## config.mk

```make
export PLATFORM = sky130hd
export DESIGN_NAME = img_hdr_parser
export DESIGN_NICKNAME = d
export VERILOG_FILES = /design/src/rtl/hdr_parse_pkg.sv /design/src/rtl/hdr_lut_scan.sv /design/src/rtl/hdr_bit_unpack.sv /design/src/rtl/img_hdr_parser.sv
export SDC_FILE = /design/constraint.sdc
export NUM_CORES = 1
export LEC_CHECK = 0
export ABC_AREA = 1
export BUFFER_PORTS_ARGS = -buffer_cell sky130_fd_sc_hd__buf_2
export CAP_MARGIN = 15
export CORE_ASPECT_RATIO = 0.6
export CORE_MARGIN = 4
export CORE_UTILIZATION = 55
export CTS_BUF_LIST = sky130_fd_sc_hd__clkbuf_8
export CTS_CLUSTER_DIAMETER = 200
export DETAILED_ROUTE_END_ITERATION = 8
export HOLD_SLACK_MARGIN = 0.02
export PLACE_DENSITY = 0.76
export SYNTH_ARGS = -nofsm -noshare
export SYNTH_HDL_FRONTEND = slang
export SYNTH_SLANG_ARGS = --single-unit
export TNS_END_PERCENT = 20
```

## constraint.sdc

```tcl
create_clock -name clk_i -period 3.9 [get_ports clk_i]
set_input_delay 0 -clock clk_i [delete_from_list [all_inputs] [get_ports clk_i]]
set_output_delay 0 -clock clk_i [all_outputs]
set_load 0.005 [all_outputs]
```

## src/rtl/hdr_parse_pkg.sv

```systemverilog
package hdr_parse_pkg;
  typedef enum logic [1:0] {PS_HDR, PS_TBL, PS_ARR, PS_FIN} parse_st_e;
endpackage

```

## src/rtl/hdr_lut_scan.sv

```systemverilog
module hdr_lut_scan #(
  parameter int REC_BYTES = 9,
  parameter int OFF_BYTES = 4,
  parameter int ID_ARR    = 5,
  parameter int ID_PAY    = 8,
  localparam int OFF_W    = 8 * OFF_BYTES
) (
  input  logic             clk_i,
  input  logic             rst_ni,
  input  logic             clear_i,
  input  logic             vld_i,
  input  logic [7:0]       byte_i,
  output logic             rec_end_o,
  output logic             arr_hit_o,
  output logic             pay_hit_o,
  output logic [OFF_W-1:0] arr_start_o,
  output logic [OFF_W-1:0] pay_start_o
);
  localparam int POS_W = $clog2(REC_BYTES);

  logic [POS_W-1:0] pos_q;
  logic [7:0]       id_q;
  logic [OFF_W-1:0] off_q, arr_q, pay_q;
  logic             arr_f_q, pay_f_q, is_arr, is_pay;

  assign rec_end_o   = vld_i && (pos_q == POS_W'(REC_BYTES - 1));
  assign is_arr      = rec_end_o && (id_q == 8'(ID_ARR));
  assign is_pay      = rec_end_o && (id_q == 8'(ID_PAY));
  // results include the entry completing this cycle
  assign arr_hit_o   = arr_f_q || is_arr;
  assign pay_hit_o   = pay_f_q || is_pay;
  assign arr_start_o = is_arr ? off_q : arr_q;
  assign pay_start_o = is_pay ? off_q : pay_q;

  always_ff @(posedge clk_i or negedge rst_ni) begin
    if (!rst_ni) begin
      pos_q <= '0; id_q <= '0; off_q <= '0; arr_q <= '0; pay_q <= '0;
      arr_f_q <= 1'b0; pay_f_q <= 1'b0;
    end else if (clear_i) begin
      pos_q <= '0; id_q <= '0; off_q <= '0; arr_q <= '0; pay_q <= '0;
      arr_f_q <= 1'b0; pay_f_q <= 1'b0;
    end else if (vld_i) begin
      pos_q <= rec_end_o ? '0 : pos_q + POS_W'(1);
      if (pos_q == '0) id_q <= byte_i;
      for (int b = 0; b < OFF_BYTES; b++)
        if (pos_q == POS_W'(b + 1)) off_q[b*8 +: 8] <= byte_i;
      if (is_arr) begin arr_q <= off_q; arr_f_q <= 1'b1; end
      if (is_pay) begin pay_q <= off_q; pay_f_q <= 1'b1; end
    end
  end
endmodule

```

## src/rtl/hdr_bit_unpack.sv

```systemverilog
module hdr_bit_unpack #(
  parameter int FLD_W = 22
) (
  input  logic             clk_i,
  input  logic             rst_ni,
  input  logic             clear_i,
  input  logic             vld_i,
  input  logic [7:0]       byte_i,
  output logic             fld_vld_o,
  output logic [FLD_W-1:0] fld_o
);
  localparam int ACC_W = FLD_W + 7;
  localparam int NB_W  = $clog2(ACC_W + 1);

  logic [ACC_W-1:0] acc_q, merged;
  logic [NB_W-1:0]  nb_q, nb_sum;

  // bits above nb_q are always zero, so OR-merge is exact
  assign merged    = acc_q | (ACC_W'(byte_i) << nb_q);
  assign nb_sum    = nb_q + NB_W'(8);
  assign fld_vld_o = vld_i && (nb_sum >= NB_W'(FLD_W));
  assign fld_o     = merged[FLD_W-1:0];

  always_ff @(posedge clk_i or negedge rst_ni) begin
    if (!rst_ni) begin
      acc_q <= '0; nb_q <= '0;
    end else if (clear_i) begin
      acc_q <= '0; nb_q <= '0;
    end else if (vld_i) begin
      if (fld_vld_o) begin
        acc_q <= merged >> FLD_W;
        nb_q  <= nb_sum - NB_W'(FLD_W);
      end else begin
        acc_q <= merged;
        nb_q  <= nb_sum;
      end
    end
  end
endmodule

```

## src/rtl/img_hdr_parser.sv

```systemverilog
module img_hdr_parser
  import hdr_parse_pkg::*;
#(
  parameter int IDX_W       = 32,
  parameter int CNT_BYTES   = 2,
  parameter int FLD_W       = 22,
  parameter int FRAME_SHIFT = 4,
  parameter int HLEN_POS    = 24,
  parameter int CNT_POS     = 55,
  parameter int MIN_HDR     = 57,
  parameter int REC_BYTES   = 9,
  parameter int OFF_BYTES   = 4,
  parameter int ID_ARR      = 5,
  parameter int ID_PAY      = 8,
  localparam int OFF_W      = 8 * OFF_BYTES,
  localparam int CNT_W      = 8 * CNT_BYTES,
  localparam int SUM_W      = FLD_W + CNT_W,
  localparam int LEN_W      = SUM_W + FRAME_SHIFT
) (
  input  logic             clk_i,
  input  logic             rst_ni,
  input  logic             in_valid_i,
  output logic             in_ready_o,
  input  logic [7:0]       in_data_i,
  input  logic [IDX_W-1:0] in_idx_i,
  output logic [OFF_W-1:0] pay_start_o,
  output logic [LEN_W-1:0] pay_len_o,
  output logic             done_o,
  output logic             err_o
);
  localparam int CMP_W = (IDX_W > OFF_W ? IDX_W : OFF_W) + 1;

  parse_st_e        st_q;
  logic [7:0]       hdr_len_q, rec_cnt_q, rec_left_q;
  logic [CNT_W-1:0] cnt_q, comp_left_q;
  logic [SUM_W-1:0] sum_q, sum_nx;
  logic [OFF_W-1:0] start_q, tbl_end, arr_start, pay_start;
  logic [LEN_W-1:0] len_q;
  logic             err_q, done_q;
  logic             restart, hdr_end_hit, scan_vld, unpk_vld;
  logic             rec_end, arr_hit, pay_hit, both, tbl_stop, place_bad;
  logic             fld_vld;
  logic [FLD_W-1:0] fld;

  assign in_ready_o  = 1'b1;
  assign restart     = in_valid_i && (in_idx_i == '0);
  assign hdr_end_hit = (in_idx_i > IDX_W'(HLEN_POS)) &&
                       (in_idx_i == IDX_W'(hdr_len_q) - IDX_W'(1));
  assign scan_vld    = in_valid_i && !restart && (st_q == PS_TBL);
  assign unpk_vld    = in_valid_i && !restart && (st_q == PS_ARR) &&
                       (CMP_W'(in_idx_i) >= CMP_W'(arr_start));

  hdr_lut_scan #(
    .REC_BYTES(REC_BYTES), .OFF_BYTES(OFF_BYTES), .ID_ARR(ID_ARR), .ID_PAY(ID_PAY)
  ) u_scan (
    .clk_i(clk_i), .rst_ni(rst_ni), .clear_i(restart), .vld_i(scan_vld),
    .byte_i(in_data_i), .rec_end_o(rec_end), .arr_hit_o(arr_hit),
    .pay_hit_o(pay_hit), .arr_start_o(arr_start), .pay_start_o(pay_start)
  );

  hdr_bit_unpack #(.FLD_W(FLD_W)) u_unpk (
    .clk_i(clk_i), .rst_ni(rst_ni), .clear_i(restart), .vld_i(unpk_vld),
    .byte_i(in_data_i), .fld_vld_o(fld_vld), .fld_o(fld)
  );

  assign tbl_end   = OFF_W'(hdr_len_q) + OFF_W'(REC_BYTES) * OFF_W'(rec_cnt_q);
  assign both      = arr_hit && pay_hit;
  assign tbl_stop  = rec_end && (both || rec_left_q == 8'd1);
  assign place_bad = (arr_start < tbl_end) || (pay_start < tbl_end);
  assign sum_nx    = sum_q + SUM_W'(fld);

  always_ff @(posedge clk_i or negedge rst_ni) begin
    if (!rst_ni) begin
      st_q <= PS_HDR; hdr_len_q <= '0; rec_cnt_q <= '0; rec_left_q <= '0;
      cnt_q <= '0; comp_left_q <= '0; sum_q <= '0;
      start_q <= '0; len_q <= '0; err_q <= 1'b0; done_q <= 1'b0;
    end else begin
      done_q <= 1'b0;
      if (restart) begin
        st_q <= PS_HDR; hdr_len_q <= '0; rec_cnt_q <= '0; rec_left_q <= '0;
        cnt_q <= '0; comp_left_q <= '0; sum_q <= '0; err_q <= 1'b0;
      end else if (in_valid_i) begin
        unique case (st_q)
          PS_HDR: begin
            if (in_idx_i == IDX_W'(HLEN_POS)) begin
              hdr_len_q <= in_data_i;
              if (in_data_i < 8'(MIN_HDR)) begin err_q <= 1'b1; st_q <= PS_FIN; end
            end
            for (int b = 0; b < CNT_BYTES; b++)
              if (in_idx_i == IDX_W'(CNT_POS + b)) cnt_q[b*8 +: 8] <= in_data_i;
            if (hdr_end_hit) begin
              rec_cnt_q  <= in_data_i;
              rec_left_q <= in_data_i;
              if (in_data_i == '0) begin err_q <= 1'b1; st_q <= PS_FIN; end
              else st_q <= PS_TBL;
            end
          end
          PS_TBL: if (rec_end) begin
            rec_left_q <= rec_left_q - 8'd1;
            if (tbl_stop) begin
              if (!both || place_bad) begin
                err_q <= 1'b1; st_q <= PS_FIN;
              end else if (cnt_q == '0) begin
                done_q <= 1'b1; start_q <= pay_start; len_q <= '0; st_q <= PS_FIN;
              end else begin
                comp_left_q <= cnt_q; sum_q <= '0; st_q <= PS_ARR;
              end
            end
          end
          PS_ARR: if (fld_vld) begin
            sum_q       <= sum_nx;
            comp_left_q <= comp_left_q - CNT_W'(1);
            if (comp_left_q == CNT_W'(1)) begin
              done_q  <= 1'b1;
              start_q <= pay_start;
              len_q   <= LEN_W'(sum_nx) << FRAME_SHIFT;
              st_q    <= PS_FIN;
            end
          end
          default: ;
        endcase
      end
    end
  end

  assign pay_start_o = start_q;
  assign pay_len_o   = len_q;
  assign done_o      = done_q;
  assign err_o       = err_q;
endmodule

```

* Yosys cells after proc, flatten, opt, wreduce, memory -nomap -nowiden
Index checks and enable logic that the tools add are counted.
Operators by class: bitwise operators 2, add/subtract/negate cells 8, $lt $le $gt $ge 6, mux-type cells 109, eq/ne operators 31, shift-type cells 1, $mul 1, divide/modulo/power cells 0, reductions and logical operators 59
Operators by type and width (count):
- $mux 32 | 14
- $mux 38 | 7
- $mux 42 | 6
- $mux 16 | 10
- $mux 8 | 20
- $mux 29 | 3
- $pmux 42 s2 | 1
- $pmux 38 s2 | 1
- $eq 32x6->1 const B | 2
- $lt 32x13->1 | 2
- $pmux 32 s2 | 1
- $add 38x22->38 | 1
- $eq 32x32->1 | 1
- $eq 32x5->1 const B | 1
- $ge 32x32->1 | 1
- $gt 32x5->1 const B | 1
- $logic_not 32->1 | 1
- $pmux 16 s2 | 1
- $reduce_bool 2->1 | 16
- $or 29x29->29 | 1
- $shl 8x5->29 | 1
- $mux 1 | 25
- $mux 2 | 10
- $ne 3x3->1 const B | 6
- other kinds (46) | 84
Storage, ports and cells: bits in read-only memories 0, latch bits 0, memories kept 0, output and inout bits 77, input port bits 43, word-level logic and storage cells 241, RAM bits 0, register bits after elaboration 316

* Longest topological paths before layout
word-level depth 17, depth in mapped cells 31, gate-level depth less buffers 29

* Hierarchy
From an unflattened synthesis, not the netlist that was laid out.
Second synthesis, totals: cells, all modules 2763, area, all modules 19753.9 um^2
Modules (own cells, without submodules):
- img_hdr_parser | seq. area each 4204.0 um^2, times used 1, cells an instance 1724, area each 12154.2 um^2
- hdr_lut_scan | seq. area each 2752.6 um^2, times used 1, cells an instance 724, area each 5416.4 um^2
- hdr_bit_unpack | seq. area each 825.8 um^2, times used 1, cells an instance 315, area each 2183.3 um^2

* Worst setup path after synthesis
No wires, ideal clock.
path type reg-to-reg, start register rec_cnt_q[1], end register start_q[4], in the netlist pay_start_o[4], cell stages (with the launch flop) 25, path slack 125 ps, clock period less this slack 3775 ps, required time 3783 ps, library setup time 117 ps, arrival 3658 ps, buffers on the path 1, path through dfrtp_1 > ha_1 > fa_1 > ha_1 > nand3_1 > nand2_1 > nand4_1 > o211ai_1 > a21oi_1 > or2_2 > ha_1 > inv_1 > nor2_1 > nand3_1 > nor2_1 > nand2_1 > nand3_1 > nand2_1 > nor2_2 > nand3_1 > nand2_2 > nand2_2 > buf_4 > nand2_1 > nand2_1
On the way: longest elaborated chain between the ends 7, elaborated cells on any way between the ends 8, classes of those cells add/sub (1); mul (1); order compare (2); eq/ne (1); reduce/logical (3)
Ends and longest elaborated chain:
- start: declaration | line img_hdr_parser.sv:34 | logic [7:0] hdr_len_q, rec_cnt_q, rec_left_q;
- start signal: assignment | line img_hdr_parser.sv:92 | rec_cnt_q <= in_data_i;
- $mul 4x8->12 * | line img_hdr_parser.sv:66 | assign tbl_end = OFF_W'(hdr_len_q) + OFF_W'(REC_BYTES) * OFF_W'(rec_cnt_q);
- $add 8x12->13 * | line img_hdr_parser.sv:66
- $lt 32x13->1 | line img_hdr_parser.sv:69 | assign place_bad = (arr_start < tbl_end) || (pay_start < tbl_end);
- $logic_or 1x1->1 * | line img_hdr_parser.sv:69
- $logic_or 1x1->1 * | line img_hdr_parser.sv:101 | if (!both || place_bad) begin
- $ne 2x2->1 (no line) *
- $reduce_and 9->1 (no line) *
- end signal: assignment | line img_hdr_parser.sv:115 | start_q <= pay_start;
- end: declaration | line img_hdr_parser.sv:37 | logic [OFF_W-1:0] start_q, tbl_end, arr_start, pay_start;
Every way passes the cells marked *; elsewhere a longest branch is shown, timed or not. A chain may end at the register's enable or synchronous reset.

* Worst setup path in the final report
start register rec_cnt_q[3], end register len_q[23], in the netlist pay_len_o[23]
On the way: longest elaborated chain between the ends 7, elaborated cells on any way between the ends 8, classes of those cells add/sub (1); mul (1); order compare (2); eq/ne (1); reduce/logical (3)
Ends and longest elaborated chain:
- $mul 4x8->12 * | line img_hdr_parser.sv:66
- $add 8x12->13 * | line img_hdr_parser.sv:66
- $lt 32x13->1 | line img_hdr_parser.sv:69
- $logic_or 1x1->1 * | line img_hdr_parser.sv:69
- $logic_or 1x1->1 * | line img_hdr_parser.sv:101
- $ne 2x2->1 (no line) *
- $reduce_and 9->1 (no line) *
- end signal: assignment | line img_hdr_parser.sv:116 | len_q <= LEN_W'(sum_nx) << FRAME_SHIFT;
- end: declaration | line img_hdr_parser.sv:38 | logic [LEN_W-1:0] len_q;
Marks and branches as above.

==> reports/summary.txt <==
Status - finished, violations left
Failing checks - DRC, setup timing
Crit path max fanout - 6
Drt first pass iters - 9
Syn. warnings - 0
Seq cells post-synth - 311
Clk_lat worst skew - 0.62 ns
Worst slew pin tran - 1.11 ns
Final Cell Area - 0.0238 mm²
Layout Cells excl Fill - 3364
Grt ovf - 0
Critical Path RT - 4.38 ns
Cells after Synth - 2525
Peak supply drop - 0.000313 V
WL/cell - 18.6 µm
Die Y-Extent - 151 µm
CP top delay family - adder cells
Critical path endpoint category - register
Vias - 19400
Fin Setup TNS - -33.37 ns
Setup CP Type - reg -> reg
Core area - 0.0336 mm²
Post-DP HPWL - 42800 µm
DP Worst Slack - -0.322 ns
Most frequent cells in the layout - nand2_1 (553), dfrtp_1 (310), inv_1 (302)
Fmax - 236 MHz
DR iter-0 viols - 2187
Top cells by area, synth - dfrtp_1 (42%), nand2_1 (13%), ha_1 (6.9%), nor2_1 (6.1%), inv_1 (5.9%)
Syn_area_per_cell - 7.42 µm²
Residual DRC - 1
P&R area growth vs syn - 26.9%
Placed cells - 3239
Num Clock Sinks - 311
Post-Syn Area - 0.0187 mm²
Top_reg_cell synth - dfrtp_1
Endpoints failing setup - 124
Hold_ws - 0.0454 ns
Final Hold Vio Count - 0
Gr usage total - 32.5%
Final ANT Viol Nets - 0
Crit path max-delay cell type - fa_1
Layout cell share with drive strength beyond 1 - 22.8%
Core Util, Final - 70.7%
Die Wd - 246 µm
Post-synthesis cell type count - 58
Leading cell type in the layout, fill and taps excluded - nand2_1
CTS root buffer - clkbuf_8
Vias in the first global route - 18000
Pwr Total - 7.40 mW
P_leak - 13.0 nW
Longest Clk Path Bufs - 3
Antenna diodes - 0
RSZ-0062 raised after global routing - yes
Final WL - 62500 µm
# port buffers - 114
Worst Hold Class - in -> reg
Rel. slew slack - 25.8%
Row cnt - 52
Tmin final - 4.24 ns
CTS H-tree lvls - 2
Antenna violations before repair - 1
Max-cap viol count - 0
Number of synthesized flops with an enable pin - 0
Cts bufs inserted - 48
First-pass GRT wire length - 96000 µm
Startpoint type of the worst setup path - register
Yosys top cell by area - dfrtp_1
Share of the synthesized area in the top cell type - 41.5%
Largest net degree at the start of global routing - 122
Async SR Flop Fraction - 100%
Worst EP arrival - 4.72 ns
Clock skew after layout - 0.0307 ns
Final worst slack - -0.339 ns
Final period util - 109%
DIE AREA - 0.0372 mm²
Placed Area - 0.0215 mm²
Register area share after synthesis - 41.5%
Final nets - 3019
Slew Viols, Final - 0
Drt via density - 5.77
CTS tree - yes
Io pins - 120
Initial core utilization - 55.7%
Worst path bufs/invs - 5
Worst-path clk slew - 0.07 ns
GPL Wtd Cong - 0.990
PwrDens - 311 mW/mm²
CP max stage delay - 0.53 ns
synth_stat cells (all sizes together) (2+ instances only):
| cell type | count |
|---|---|
| nand2 | 634 |
| dfrtp | 311 |
| nor2 | 307 |
| inv | 298 |
| o21ai | 206 |
| nand3 | 169 |
| ha | 103 |
| a21oi | 100 |
| nand4 | 81 |
| buf | 59 |
| clkbuf | 51 |
| nor3 | 44 |
| nor4 | 21 |
| or2 | 18 |
| xor2 | 12 |
| o221ai | 11 |
| o22ai | 11 |
| xnor2 | 10 |
| a211oi | 7 |
| mux2 | 7 |
| nand3b | 7 |
| a311oi | 6 |
| fa | 6 |
| o21bai | 6 |
| and2 | 5 |
| o211ai | 5 |
| a31oi | 4 |
| o31ai | 4 |
| a21o | 3 |
| a21boi | 2 |
| a31o | 2 |
| conb | 2 |
| nor3b | 2 |
| o2111ai | 2 |
| o311ai | 2 |
routing by layer:
layer	up-vias	GRT usage (%)	share of wire [%]
met5	-	0	0
met4	0	8.98	2.8
met3	153	8.92	13
met2	1100	45.7	41
met1	9207	49.2	43
li1	8963	-	-
final cells by class:
type                            instances  area (µm²)
Multi-Input combinational cell       1808        9970
Fill cell                            2632        9860
Sequential cell                       311        7780
Timing Repair Buffer                  399        3300
Inverter                              299        1130
Clock buffer                           59         812
Tap cell                              459         574
Clock inverter                         29         208
state kept, by name, summed over array words and instances (netlist names):
| name | flops |
|---|---|
| sum_q | 38 |
| comp_left_q | 16 |
| pay_len_o | 38 |
| u_scan.off_q | 32 |
| u_scan.pay_q | 32 |
| rec_cnt_q | 8 |
| u_scan.arr_q | 32 |
| u_unpk.nb_q | 4 |
| u_scan.arr_f_q | 1 |
| rec_left_q | 8 |
| u_scan.id_q | 8 |
| cnt_q | 16 |
| done_o | 1 |
| pay_start_o | 32 |
| hdr_len_q | 8 |
| u_scan.pos_q | 4 |
| u_unpk.acc_q | 29 |
| st_q | 2 |
| err_o | 1 |
| u_scan.pay_f_q | 1 |
cell families after synthesis:
kind of cell               count (synthesis)  synth area share, %
and+or+nand+nor                         1288                 29.5
buffers and inverters                    409                 8.81
AOI/OAI and AO/OA                        377                 11.2
DFF                                      311                 41.5
adders and majority gates                109                 7.52
xor gates and xnor gates                  22                 1.03
muxes                                      7                0.421
other                                      2               0.0401
power by group:
group	total, mW	internal (mW)	switching [mW]
Clock	2.98	1.57	1.41
Combinational	1.06	0.396	0.659
Sequential	3.36	3.31	0.0483
tightest hold or removal path, delay by kind of cell:
kind | cells | cell delay [ns]
AOI/OAI and AO/OA | 2 | 0.27
buffers and inverters | 2 | 0.24
and+or+nand+nor | 1 | 0.10
what timing repair did:
item	4_1_cts	5_1_grt
hold buffers	7	0
endpoints found under the setup margin	149	161
pin swaps	22	45
endpoints found under the hold margin	131	0
gates cloned	8	7
buffers inserted	10	4
gates resized for setup	76	120
final timing paths:
kind,endpoint,cells past startpoint,slack (ns),start
setup / recovery,pay_len_o[23],25,-0.34,rec_cnt_q[3]
hold / removal,cnt_q[7],5,0.05,in_idx_i[0]
setup reg to reg,pay_len_o[23],25,-0.34,rec_cnt_q[3]
hold reg to reg,pay_len_o[22],2,0.47,pay_len_o[22]
max in group asynchronous,u_scan.pay_q[4],3,2.81,rst_ni
min in group asynchronous,pay_len_o[18],2,0.12,rst_ni
Note: power is estimated with default switching activity, not from simulation.
